[config.mk]
export PLATFORM = sky130hd
export DESIGN_NAME = smbus_cfg_slave
export DESIGN_NICKNAME = d
export VERILOG_FILES = /design/src/rtl/smbus_cfg_pkg.sv /design/src/rtl/smbus_line_sync.sv /design/src/rtl/smbus_cfg_proto.sv /design/src/rtl/smbus_cfg_regfile.sv /design/src/rtl/smbus_cfg_slave.sv
export SDC_FILE = /design/constraint.sdc
export NUM_CORES = 1
export LEC_CHECK = 0
export BUFFER_PORTS_ARGS = -buffer_cell sky130_fd_sc_hd__buf_2
export CORE_ASPECT_RATIO = 1.1
export CORE_MARGIN = 10
export CORE_UTILIZATION = 23
export DETAILED_ROUTE_END_ITERATION = 7
export GPL_TIMING_DRIVEN = 0
export PLACE_DENSITY = 0.5
export SYNTH_ARGS = -nofsm -noshare
export SYNTH_HDL_FRONTEND = slang
export SYNTH_HIERARCHICAL = 1
export SYNTH_SLANG_ARGS = --single-unit
[constraint.sdc]
create_clock -name clk -period 2.6 [get_ports clk]
set_input_delay 0 -clock clk [delete_from_list [all_inputs] [get_ports clk]]
set_output_delay 0 -clock clk [all_outputs]
set_load 0.1 [all_outputs]
[src/rtl/smbus_cfg_pkg.sv]
package smbus_cfg_pkg;

    typedef enum logic [2:0] {
        ST_IDLE,
        ST_ADDR,
        ST_CMD,
        ST_COUNT,
        ST_WDATA,
        ST_RDATA,
        ST_SKIP
    } bus_state_e;

    typedef struct packed {
        bus_state_e state;
        bus_state_e nxt;
        logic       ack_ph;
        logic       ack_drv;
        logic       m_ack;
        logic [3:0] bits;
        logic [7:0] shreg;
        logic [6:0] ptr;
        logic       hdr;
        logic [7:0] rem;
        logic       wr_en;
        logic [6:0] wr_idx;
        logic [7:0] wr_data;
    } proto_t;

endpackage

[src/rtl/smbus_line_sync.sv]
module smbus_line_sync #(
    parameter int SYNC_STAGES = 2
) (
    input  logic clk,
    input  logic rst_n,
    input  logic scl_i,
    input  logic sda_i,
    output logic sda_s,
    output logic scl_rise,
    output logic scl_fall,
    output logic start_det,
    output logic stop_det
);

    typedef struct packed {
        logic [SYNC_STAGES-1:0] scl_pipe;
        logic [SYNC_STAGES-1:0] sda_pipe;
        logic                   scl_prev;
        logic                   sda_prev;
    } sync_t;

    sync_t sy_d, sy_q;
    logic  scl_s;

    always_comb begin
        sy_d          = sy_q;
        sy_d.scl_pipe = {sy_q.scl_pipe[SYNC_STAGES-2:0], scl_i};
        sy_d.sda_pipe = {sy_q.sda_pipe[SYNC_STAGES-2:0], sda_i};
        sy_d.scl_prev = sy_q.scl_pipe[SYNC_STAGES-1];
        sy_d.sda_prev = sy_q.sda_pipe[SYNC_STAGES-1];
    end

    always_ff @(posedge clk or negedge rst_n) begin
        if (!rst_n) sy_q <= '1;
        else        sy_q <= sy_d;
    end

    assign scl_s     = sy_q.scl_pipe[SYNC_STAGES-1];
    assign sda_s     = sy_q.sda_pipe[SYNC_STAGES-1];
    assign scl_rise  = scl_s & ~sy_q.scl_prev;
    assign scl_fall  = ~scl_s & sy_q.scl_prev;
    assign start_det = scl_s & sy_q.scl_prev & sy_q.sda_prev & ~sda_s;
    assign stop_det  = scl_s & sy_q.scl_prev & ~sy_q.sda_prev & sda_s;

endmodule

[src/rtl/smbus_cfg_proto.sv]
module smbus_cfg_proto
    import smbus_cfg_pkg::*;
#(
    parameter logic [6:0] DEV_ADDR = 7'h69,
    parameter int         NUM_REGS = 8
) (
    input  logic       clk,
    input  logic       rst_n,
    input  logic       sda_s,
    input  logic       scl_rise,
    input  logic       scl_fall,
    input  logic       start_det,
    input  logic       stop_det,
    input  logic [7:0] rd_data,
    output logic [6:0] rd_idx,
    output logic       wr_en,
    output logic [6:0] wr_idx,
    output logic [7:0] wr_data,
    output logic       sda_oe
);

    localparam logic [7:0] COUNT_BYTE = 8'(NUM_REGS);

    proto_t q, d;

    always_comb begin
        d       = q;
        d.wr_en = 1'b0;
        if (start_det) begin
            d.state   = ST_ADDR;
            d.bits    = '0;
            d.ack_ph  = 1'b0;
            d.ack_drv = 1'b0;
        end else if (stop_det) begin
            d.state   = ST_IDLE;
            d.bits    = '0;
            d.ack_ph  = 1'b0;
            d.ack_drv = 1'b0;
        end else begin
            case (q.state)
                ST_IDLE, ST_SKIP: ;
                ST_RDATA: begin
                    if (!q.ack_ph) begin
                        if (scl_fall) begin
                            if (q.bits == 4'd7) begin
                                d.ack_ph = 1'b1;
                                d.bits   = '0;
                            end else begin
                                d.shreg = q.shreg << 1;
                                d.bits  = q.bits + 4'd1;
                            end
                        end
                    end else begin
                        if (scl_rise) d.m_ack = ~sda_s;
                        if (scl_fall) begin
                            d.ack_ph = 1'b0;
                            if (q.m_ack) begin
                                d.bits = '0;
                                if (q.hdr) begin
                                    d.shreg = COUNT_BYTE;
                                    d.hdr   = 1'b0;
                                end else begin
                                    d.shreg = rd_data;
                                    d.ptr   = q.ptr + 7'd1;
                                end
                            end else begin
                                d.state = ST_SKIP;
                            end
                        end
                    end
                end
                default: begin
                    if (!q.ack_ph) begin
                        if (scl_rise && q.bits != 4'd8) begin
                            d.shreg = {q.shreg[6:0], sda_s};
                            d.bits  = q.bits + 4'd1;
                        end
                        if (scl_fall && q.bits == 4'd8) begin
                            d.bits    = '0;
                            d.ack_ph  = 1'b1;
                            d.ack_drv = 1'b1;
                            case (q.state)
                                ST_ADDR: begin
                                    if (q.shreg[7:1] == DEV_ADDR) begin
                                        d.nxt = q.shreg[0] ? ST_RDATA : ST_CMD;
                                    end else begin
                                        d.state   = ST_SKIP;
                                        d.ack_ph  = 1'b0;
                                        d.ack_drv = 1'b0;
                                    end
                                end
                                ST_CMD: begin
                                    d.hdr = ~q.shreg[7];
                                    d.ptr = q.shreg[7] ? q.shreg[6:0] : 7'd0;
                                    d.rem = q.shreg[7] ? 8'd1 : 8'd0;
                                    d.nxt = q.shreg[7] ? ST_WDATA : ST_COUNT;
                                end
                                ST_COUNT: begin
                                    d.rem = q.shreg;
                                    d.hdr = 1'b0;
                                    d.nxt = ST_WDATA;
                                end
                                default: begin
                                    d.nxt = ST_WDATA;
                                    if (q.rem != 8'd0) begin
                                        d.rem     = q.rem - 8'd1;
                                        d.ptr     = q.ptr + 7'd1;
                                        d.wr_en   = (int'(q.ptr) < NUM_REGS);
                                        d.wr_idx  = q.ptr;
                                        d.wr_data = q.shreg;
                                    end
                                end
                            endcase
                        end
                    end else if (scl_fall) begin
                        d.ack_ph  = 1'b0;
                        d.ack_drv = 1'b0;
                        d.state   = q.nxt;
                        if (q.nxt == ST_RDATA) begin
                            if (q.hdr) begin
                                d.shreg = COUNT_BYTE;
                                d.hdr   = 1'b0;
                            end else begin
                                d.shreg = rd_data;
                                d.ptr   = q.ptr + 7'd1;
                            end
                        end
                    end
                end
            endcase
        end
    end

    always_ff @(posedge clk or negedge rst_n) begin
        if (!rst_n) begin
            q.state   <= ST_IDLE;
            q.nxt     <= ST_IDLE;
            q.ack_ph  <= 1'b0;
            q.ack_drv <= 1'b0;
            q.m_ack   <= 1'b0;
            q.bits    <= '0;
            q.shreg   <= '0;
            q.ptr     <= '0;
            q.hdr     <= 1'b0;
            q.rem     <= '0;
            q.wr_en   <= 1'b0;
            q.wr_idx  <= '0;
            q.wr_data <= '0;
        end else begin
            q <= d;
        end
    end

    assign rd_idx  = q.ptr;
    assign wr_en   = q.wr_en;
    assign wr_idx  = q.wr_idx;
    assign wr_data = q.wr_data;
    assign sda_oe  = q.ack_drv | ((q.state == ST_RDATA) & ~q.ack_ph & ~q.shreg[7]);

endmodule

[src/rtl/smbus_cfg_regfile.sv]
module smbus_cfg_regfile #(
    parameter int         NUM_REGS = 8,
    parameter logic [7:0] RST_BYTE = 8'hFF
) (
    input  logic                  clk,
    input  logic                  rst_n,
    input  logic                  wr_en,
    input  logic [6:0]            wr_idx,
    input  logic [7:0]            wr_data,
    input  logic [6:0]            rd_idx,
    output logic [7:0]            rd_data,
    output logic [NUM_REGS*8-1:0] reg_bus
);

    for (genvar g = 0; g < NUM_REGS; g++) begin : g_reg
        logic [7:0] val_d, val_q;

        always_comb begin
            val_d = val_q;
            if (wr_en && wr_idx == 7'(g)) val_d = wr_data;
        end

        always_ff @(posedge clk or negedge rst_n) begin
            if (!rst_n) val_q <= RST_BYTE;
            else        val_q <= val_d;
        end

        assign reg_bus[g*8 +: 8] = val_q;
    end

    always_comb begin
        rd_data = '0;
        for (int i = 0; i < NUM_REGS; i++) begin
            if (rd_idx == 7'(i)) rd_data = reg_bus[i*8 +: 8];
        end
    end

endmodule

[src/rtl/smbus_cfg_slave.sv]
module smbus_cfg_slave #(
    parameter logic [6:0] DEV_ADDR    = 7'h69,
    parameter int         NUM_REGS    = 8,
    parameter logic [7:0] RST_BYTE    = 8'hFF,
    parameter int         SYNC_STAGES = 2
) (
    input  logic                  clk,
    input  logic                  rst_n,
    input  logic                  scl_i,
    input  logic                  sda_i,
    output logic                  sda_oe,
    output logic [NUM_REGS*8-1:0] reg_bus
);

    logic       sda_s_w, scl_rise_w, scl_fall_w, start_det_w, stop_det_w;
    logic       wr_en_w;
    logic [6:0] wr_idx_w, rd_idx_w;
    logic [7:0] wr_data_w, rd_data_w;

    smbus_line_sync #(.SYNC_STAGES(SYNC_STAGES)) i_sync (
        .clk       (clk),
        .rst_n     (rst_n),
        .scl_i     (scl_i),
        .sda_i     (sda_i),
        .sda_s     (sda_s_w),
        .scl_rise  (scl_rise_w),
        .scl_fall  (scl_fall_w),
        .start_det (start_det_w),
        .stop_det  (stop_det_w)
    );

    smbus_cfg_proto #(.DEV_ADDR(DEV_ADDR), .NUM_REGS(NUM_REGS)) i_proto (
        .clk       (clk),
        .rst_n     (rst_n),
        .sda_s     (sda_s_w),
        .scl_rise  (scl_rise_w),
        .scl_fall  (scl_fall_w),
        .start_det (start_det_w),
        .stop_det  (stop_det_w),
        .rd_data   (rd_data_w),
        .rd_idx    (rd_idx_w),
        .wr_en     (wr_en_w),
        .wr_idx    (wr_idx_w),
        .wr_data   (wr_data_w),
        .sda_oe    (sda_oe)
    );

    smbus_cfg_regfile #(.NUM_REGS(NUM_REGS), .RST_BYTE(RST_BYTE)) i_regs (
        .clk     (clk),
        .rst_n   (rst_n),
        .wr_en   (wr_en_w),
        .wr_idx  (wr_idx_w),
        .wr_data (wr_data_w),
        .rd_idx  (rd_idx_w),
        .rd_data (rd_data_w),
        .reg_bus (reg_bus)
    );

endmodule

==> results.rst, run 1 <==
.. list-table::
   :header-rows: 1

   * - Metric
     - Value
   * - Result of the run
     - finished clean
   * - Switching Power
     - ~2200 µW
   * - Area share of the largest cell type after synthesis
     - 0.269
   * - Internal power
     - between 4000 and 5000 µW
   * - Routed via count
     - just over 5,000
   * - Synth Register Bits
     - 123
   * - Total nets after synthesis
     - 597
   * - Pin count of the biggest net entering global routing
     - 87
   * - Ratio of cells with drive above 1 in the final layout
     - 0.494
   * - Power density of the placed cells
     - 777 nW/µm²
   * - Post-layout total power
     - about 6500 µW
   * - TritonCTS clock tree
     - built
   * - Number of synthesis warnings
     - 6
   * - Seq pwr share
     - 0.342
   * - Largest buffer count on any clock path
     - 2
   * - Critical path's largest stage delay
     - roughly 0.44 ns
   * - Combinational share of power
     - 0.259
   * - Fraction of synthesized area in multiplexers
     - 0.206
   * - Setup repair after global routing missed its margin
     - no
   * - Post-synthesis instance total
     - just under 600
   * - Arrival @ worst endpoint
     - ~2.8 ns
   * - Max Cap Violations
     - 0
   * - Ranking of synthesized cells by area
     - dfstp_2 27%, dfrtp_1 19%, mux2_2 15%
   * - GRT Overall Usage
     - 0.107
   * - Reported leakage power
     - 0.00354 µW
   * - Library cells used by synthesis
     - between 70 and 80
   * - Post-route insts no fill
     - 1,064
   * - Crit path max-delay cell type
     - dfrtp_1
   * - I/O Buffers
     - slightly below 70
   * - Category of cells accounting for the largest share of critical-path delay
     - multiplexers
   * - Die Span X
     - around 180 µm
   * - Required time of the critical path
     - slightly below 3 ns
   * - Clock latency at the later pin of the worst-skew pair
     - between 0.4 and 0.5 ns
   * - Count of buffer and inverter cells on the critical path
     - 3
   * - Die height
     - 201 µm
   * - Cell Count Post-Placement
     - about 1,000
   * - Most common cell after layout, fill and taps aside
     - mux2_2
   * - Post-synthesis adder-cell area fraction
     - 0.00733
   * - Setup fix buffers added after clock tree synthesis
     - 0
   * - Die ar.
     - about 37,000 µm²
   * - Remaining number of nets flagged by the antenna check after routing
     - 0
   * - Root buffer cell
     - clkbuf_16
   * - Syn avg cell area
     - 11.6 µm²
   * - Via-per-instance ratio
     - 4.73
   * - Fmax
     - slightly above 400 MHz
   * - Number of slew-limit violations in the final report
     - 0
   * - Synth Cell Area
     - 6830 µm²
   * - Diode insertion count for antenna repair
     - 0
   * - Xor and xnor area share after synthesis
     - 0.00513
   * - Placer congestion estimate
     - ~0.82
   * - Number of top-level pins
     - slightly below 70
   * - Aggregate routed wire length
     - just under 20 mm
   * - Total number of nets in the final design
     - between 600 and 700
   * - Final setup violating endpoints
     - 0
   * - Total clock buffers created by CTS
     - 17
   * - Clock net sink count
     - roughly 120
   * - Power share of the clock group
     - 0.398
   * - Final period util
     - 0.946
   * - Slack of the worst reg-to-reg path
     - 0.14 ns
   * - Number of H-tree branching levels
     - 4
   * - Initial core utilization
     - 0.232
   * - Ordered list of cells on the worst path
     - buf_4 > buf_2 > clkbuf_4 > mux4_2 > mux2i_2 > nor2_1 > nor2_1 > a21oi_1 > mux2_2
   * - Top library cells by usage in the layout, fill and taps aside
     - 88 x mux2_2, 74 x buf_2, 70 x dfstp_2, 53 x dfrtp_1, 40 x nor2_1
   * - Leading area contributor after synthesis
     - dfstp_2
   * - Router iterations before antenna repair
     - 5
   * - Dominant register cell in the synthesized netlist
     - dfstp_2
   * - Highest net fanout along the worst path
     - 10
   * - Asr flop ratio synth
     - 1.00
   * - Worst min-delay path category
     - in -> async
   * - Clock slew at the register clock pins of the worst setup and hold paths
     - about 0.06 ns
   * - Maximum vdd drop
     - 0.460 mV
   * - Area growth, synth to finish
     - 22.2%
   * - Vias in the first global route
     - roughly 5,200
   * - Max-slew headroom
     - 0.477
   * - Number of enable-type register cells in the synthesized netlist
     - 0
   * - First-pass GRT wire length
     - approximately 30 mm
   * - Final critical delay including setup and external delays
     - 2.46 ns
   * - GRT overflow
     - 0
   * - Fraction of power spent switching nets
     - 0.343
   * - Category of the critical setup timing path
     - reg -> reg
   * - Kind of capture point of the worst setup path
     - flip-flop
   * - Post-detail-place hpwl
     - roughly 14 mm
   * - Number of design-rule violations left by the first detailed-router iteration
     - about 350
   * - Core ar.
     - slightly below 30,000 µm²
   * - Num rows
     - 66
   * - Synth Area in Compound Gates
     - 0.124
   * - Detailed-route DRC error count
     - 0
   * - Setup clock skew after layout
     - 0.0144 ns
   * - Largest family of logic cells by synthesized area
     - multiplexers
   * - Final Hold Viols
     - 0
   * - Worst Setup Start Kind
     - flip-flop
   * - Most frequent cell on the critical path
     - nor2_1
   * - Transition time at the pin with the least slew margin
     - between 0.7 and 0.8 ns
   * - Initial antenna violation count
     - 0
   * - Register area share after synthesis
     - 0.464
   * - Simple-gate share of the synthesized area
     - 0.139
   * - Post-detailed-route wirelength per cell
     - approximately 19 µm
stage by stage:
step	cell area [µm²]	hold WS, ns	setup slack, ns	TNS, ns	utilization
after floorplan	6830	-0.296	0.280	0	-
after global placement	7640	0.107	-0.189	-10.25	0.260
after detailed placement	7670	-0.0550	-0.0971	-1.10	0.261
after CTS	8340	0.0652	0.0103	0	0.284
after global routing	8350	0.0868	0.0121	0	0.284
final	8350	0.0667	0.141	0	0.284
area by class of cell:
cell class / count / area [µm²]
fill: 3038 / 21100
multi-input combinational: 402 / 3320
sequential: 123 / 3170
tap: 374 / 468
clock buffer: 18 / 429
timing repair buffer: 72 / 404
buffer: 48 / 310
clock inverter: 14 / 204
inverter: 13 / 48.8
final timing paths:
| kind | startpoint | endpoint | cells past startpoint |
|---|---|---|---|
| max in group asynchronous | rst_n | i_regs/g_reg[6].val_q[7]$_DFFE_PN1P_ | 3 |
| worst min-delay path | rst_n | i_proto/wr_idx[5]$_DFFE_PN0P_ | 2 |
| min in group clk | sda_i | i_sync/sy_d[3]$_DFF_PN1_ | 2 |
| worst max register to register | i_proto/rd_idx[1]$_DFFE_PN0P_ | i_proto/q[35]$_DFFE_PN0P_ | 9 |
| worst max-delay path | i_proto/rd_idx[1]$_DFFE_PN0P_ | i_proto/q[35]$_DFFE_PN0P_ | 9 |
| worst min register to register | i_sync/sy_d[3]$_DFF_PN1_ | i_sync/sda_s$_DFF_PN1_ | 0 |
routing by layer:
metal | share of wire | up-vias | global-route usage
li1 | - | 2386 | -
met1 | 0.47 | 2518 | 0.137
met2 | 0.47 | 110 | 0.172
met3 | 0.044 | 18 | 0.0243
met4 | 0.015 | 0 | 0.0372
met5 | 0 | - | 0
synthesized netlist by cell type, types with 10 or more instances:
cell type  instances
dfrtp_1           53
mux2_2            88
buf_4             24
dfstp_2           70
mux2i_1           11
nand2_1           18
clkbuf_1          13
a21oi_1           21
inv_1             13
mux2_4            10
nand3_1           16
a22oi_1           18
o21ai_0           25
buf_2             10
nor2_1            40
o2bb2ai_1         13
nor3_1            10
flip-flops by register name (all words and copies together), names as in the netlist:
register,count
i_sync/scl_s,1
i_proto/wr_data,8
i_sync/sy_d,2
i_proto/q,30
i_regs/g.val_q,64
i_proto/wr_en,1
i_proto/rd_idx,7
i_sync/sy_q,2
i_sync/sda_s,1
i_proto/wr_idx,7
what timing repair did:
action | 4_1_cts | 5_1_grt
endpoints found under the setup margin | 15 | 23
hold buffers | 3 | 0
hold endpoints to repair | 80 | 0
resized for setup | 3 | 5
pin swaps | 0 | 0
worst register-to-register path, delay by kind of cell (launching register included):
family | cells | cell delay (ns)
mux | 3 | 0.89
flops | 1 | 0.44
compound gates | 1 | 0.07
buf+inv | 3 | 0.78
simple gates | 2 | 0.16
power by group through the flow:
stage | clock network [µW] | logic [µW] | registers (µW)
after floorplan | 0 | 1220 | 2170
after global placement | 0 | 1650 | 2250
after detailed placement | 0 | 1650 | 2250
after CTS | 2650 | 1670 | 2220
after global routing | 2710 | 1820 | 2240
final | 2580 | 1680 | 2220
cell families (layout without fill, tap and decap cells):
logic type | Yosys count | after routing
AND/OR/NAND/NOR | 155 | 155
flip-flops | 123 | 123
AO/OA/AOI/OAI | 122 | 122
multiplexers | 117 | 117
buffers and inverters | 64 | 165
adder cells (fa/ha/maj) | 4 | 4
XOR/XNOR | 4 | 4
(Power assumes the default switching activity.)
==> inputs of run 2 (changes only) <==
- CORE_ASPECT_RATIO: 1.1 -> 0.8
==> run 2 against run 1 <==
Against the previous run:
- global-route usage is 0.21 points higher
- register-to-register slack worse by 0.02 ns
- clock-buffer cell count up 1
- final cell count rose by 0.28%
- setup slack got worse by 0.023 ns
- core utilization hardly changed
- combinational power up 2%
- sequential power is essentially flat
- critical path type unchanged
- largest power group unchanged
==> results.rst, run 2 (synthesized netlist as in run 1, its figures left out) <==
.. list-table::
   :header-rows: 1

   * - Metric
     - Value
   * - Via-per-instance ratio
     - 4.82
   * - Power share of the clock group
     - 0.376
   * - Global routing met2 resource utilization
     - 0.155
   * - Final period util
     - 0.955
   * - Area growth, synth to finish
     - 21.9%
   * - Diode insertion count for antenna repair
     - 0
   * - Vias in the first global route
     - 5,152
   * - Worst min-delay path category
     - in -> async
   * - Highest net fanout along the worst path
     - 8
   * - Worst hold slack after final layout
     - between 0.07 and 0.08 ns
   * - Reported leakage power
     - around 0.0035 µW
   * - Clock latency at the later pin of the worst-skew pair
     - about 0.42 ns
   * - Fraction of power spent switching nets
     - 0.351
   * - Required time of the critical path
     - approximately 2.9 ns
   * - Flip-flop count of the largest register, all copies and words added
     - 64
   * - First-pass GRT wire length
     - between 30 and 40 mm
   * - GRT busiest layer
     - met1
   * - R2r worst-path depth
     - 6
   * - Aggregate routed wire length
     - roughly 20 mm
   * - GRT Overall Usage
     - 0.109
   * - Combinational share of power
     - 0.272
   * - Clock slew at the register clock pins of the worst setup and hold paths
     - 0.06 ns
   * - Most common cell after layout, fill and taps aside
     - mux2_2
   * - Arrival @ worst endpoint
     - about 2.8 ns
   * - Router iterations before antenna repair
     - 7
   * - Seq pwr share
     - 0.352
   * - Fmax
     - approximately 400 MHz
   * - Routed via count
     - roughly 5,100
   * - GRT overflow
     - 0
   * - Final critical delay including setup and external delays
     - ~2.5 ns
   * - Largest buffer count on any clock path
     - 2
   * - Number of top-level pins
     - a little under 70
   * - Detailed-route DRC error count
     - 0
   * - Num rows
     - 56
   * - Transition time at the pin with the least slew margin
     - between 0.8 and 0.9 ns
   * - Post-detail-place hpwl
     - between 10 and 15 mm
   * - Post-detailed-route wirelength per cell
     - 18.8 µm
   * - Die Span X
     - about 210 µm
   * - Total number of nets in the final design
     - between 600 and 700
   * - TritonCTS clock tree
     - built
   * - Ratio of cells with drive above 1 in the final layout
     - 0.496
   * - Maximum vdd drop
     - roughly 0.36 mV
   * - GR Layer Usage met1
     - 0.161
   * - Remaining number of nets flagged by the antenna check after routing
     - 0
   * - Die height
     - 174 µm
   * - Total clock buffers created by CTS
     - 17
   * - Final setup violating endpoints
     - 0
   * - Max-slew headroom
     - 0.461
   * - Setup repair after global routing missed its margin
     - no
   * - Root buffer cell
     - clkbuf_16
   * - Internal power
     - just over 4000 µW
   * - I/O Buffers
     - 68
   * - Die ar.
     - 37,000 µm²
   * - Number of H-tree branching levels
     - 4
   * - Kind of capture point of the worst setup path
     - flip-flop
   * - Number of slew-limit violations in the final report
     - 0
   * - Routing usage on met3
     - 0.0253
   * - Initial antenna violation count
     - 0
   * - Top library cells by usage in the layout, fill and taps aside
     - 88 x mux2_2, 74 x buf_2, 70 x dfstp_2, 53 x dfrtp_1, 40 x nor2_1
   * - Post-route insts no fill
     - 1,067
   * - Pin count of the biggest net entering global routing
     - 85
   * - Placer congestion estimate
     - slightly above 0.8
   * - Setup clock skew after layout
     - roughly 0.0092 ns
   * - Category of the critical setup timing path
     - reg -> reg
   * - Largest registers
     - i_regs/g.val_q (64), i_proto/q (30), i_proto/wr_data (8)
   * - Max Cap Violations
     - 0
   * - Result of the run
     - finished clean
   * - Power density of the placed cells
     - between 700 and 800 nW/µm²
   * - Final Hold Viols
     - 0
   * - Switching Power
     - between 2000 and 2500 µW
   * - Register with the most flip-flops
     - i_regs/g.val_q
   * - Worst Setup Start Kind
     - flip-flop
   * - Clock net sink count
     - about 120
   * - Core ar.
     - about 29,000 µm²
   * - Initial core utilization
     - 0.233
   * - Number of design-rule violations left by the first detailed-router iteration
     - 280
   * - Cell Count Post-Placement
     - about 1,000
-- run 2: cell count changes in the layout (fill, tap and decap cells not counted), sizes merged --
| cell | before | now |
|---|---|---|
| clkinvlp | 1 | 3 |
| bufinv | 4 | 2 |
| inv | 21 | 15 |
| clkbuf | 31 | 32 |
| clkinv | 1 | 6 |
-- run 2: area by class of cell --
type | instances | area [µm²]
Clock buffer | 19 | 453
Sequential cell | 123 | 3170
Inverter | 13 | 48.8
Timing Repair Buffer | 72 | 404
Fill cell | 3045 | 21000
Clock inverter | 13 | 143
Multi-Input combinational cell | 402 | 3330
Tap cell | 377 | 472
Buffer | 48 | 308
-- run 2: path summary, 6_finish.rpt --
path / from / endpoint / slack (ns)
max: i_sync/sda_s$_DFF_PN1_ / i_proto/rd_idx[2]$_DFFE_PN0P_ / 0.12
min: rst_n / i_proto/q[32]$_DFFE_PN0P_ / 0.08
max reg2reg: i_sync/sda_s$_DFF_PN1_ / i_proto/rd_idx[2]$_DFFE_PN0P_ / 0.12
min reg2reg: i_sync/sy_d[3]$_DFF_PN1_ / i_sync/sda_s$_DFF_PN1_ / 0.36
max in group asynchronous: rst_n / i_regs/g_reg[2].val_q[3]$_DFFE_PN1P_ / 1.76
min in group clk: sda_i / i_sync/sy_d[3]$_DFF_PN1_ / 0.22
-- run 2: routing by layer --
metal	wire length, µm	part of all wire
met3	952	0.047
met5	0	0
met4	125	0.0062
met2	8720	0.43
met1	10300	0.51
-- run 2: stage by stage --
| step | setup TNS, ns | cell area (µm²) | setup WS (ns) | power [µW] | util |
|---|---|---|---|---|---|
| finish | 0 | 8320 | 0.117 | 6320 | 0.284 |
| global route | 0 | 8320 | 0.0186 | 6640 | 0.284 |
| CTS | 0 | 8310 | 0.00602 | 6350 | 0.284 |
| detailed placement | -0.528 | 7670 | -0.0530 | 3920 | 0.262 |
| global placement | -10.69 | 7640 | -0.207 | 3920 | 0.261 |
| floorplan | 0 | 6830 | 0.280 | 3380 | - |
-- run 2: critical path, stage by stage, from the launching register on --
cell and delay [ns]:
dfstp_2 0.57, and4b_1 0.23, nor2_1 0.38, o21ai_0 0.30, nor3_4 0.38, nand2_1 0.27, o2bb2ai_1 0.25
-- run 2: what timing repair did --
item,4_1_cts,5_1_grt
endpoints found under the setup margin,14,29
gates resized for setup,4,7
hold buffers,3,0
pin swaps,0,0
setup buffers,0,0
hold endpoints to repair,74,0
-- run 2: power by group through the flow --
| stage | Sequential [µW] | Clock, µW | Combinational [µW] |
|---|---|---|---|
| after floorplan | 2170 | 0 | 1220 |
| after global placement | 2250 | 0 | 1670 |
| after detailed placement | 2250 | 0 | 1670 |
| after CTS | 2220 | 2450 | 1680 |
| after global routing | 2240 | 2520 | 1870 |
| final | 2230 | 2370 | 1720 |
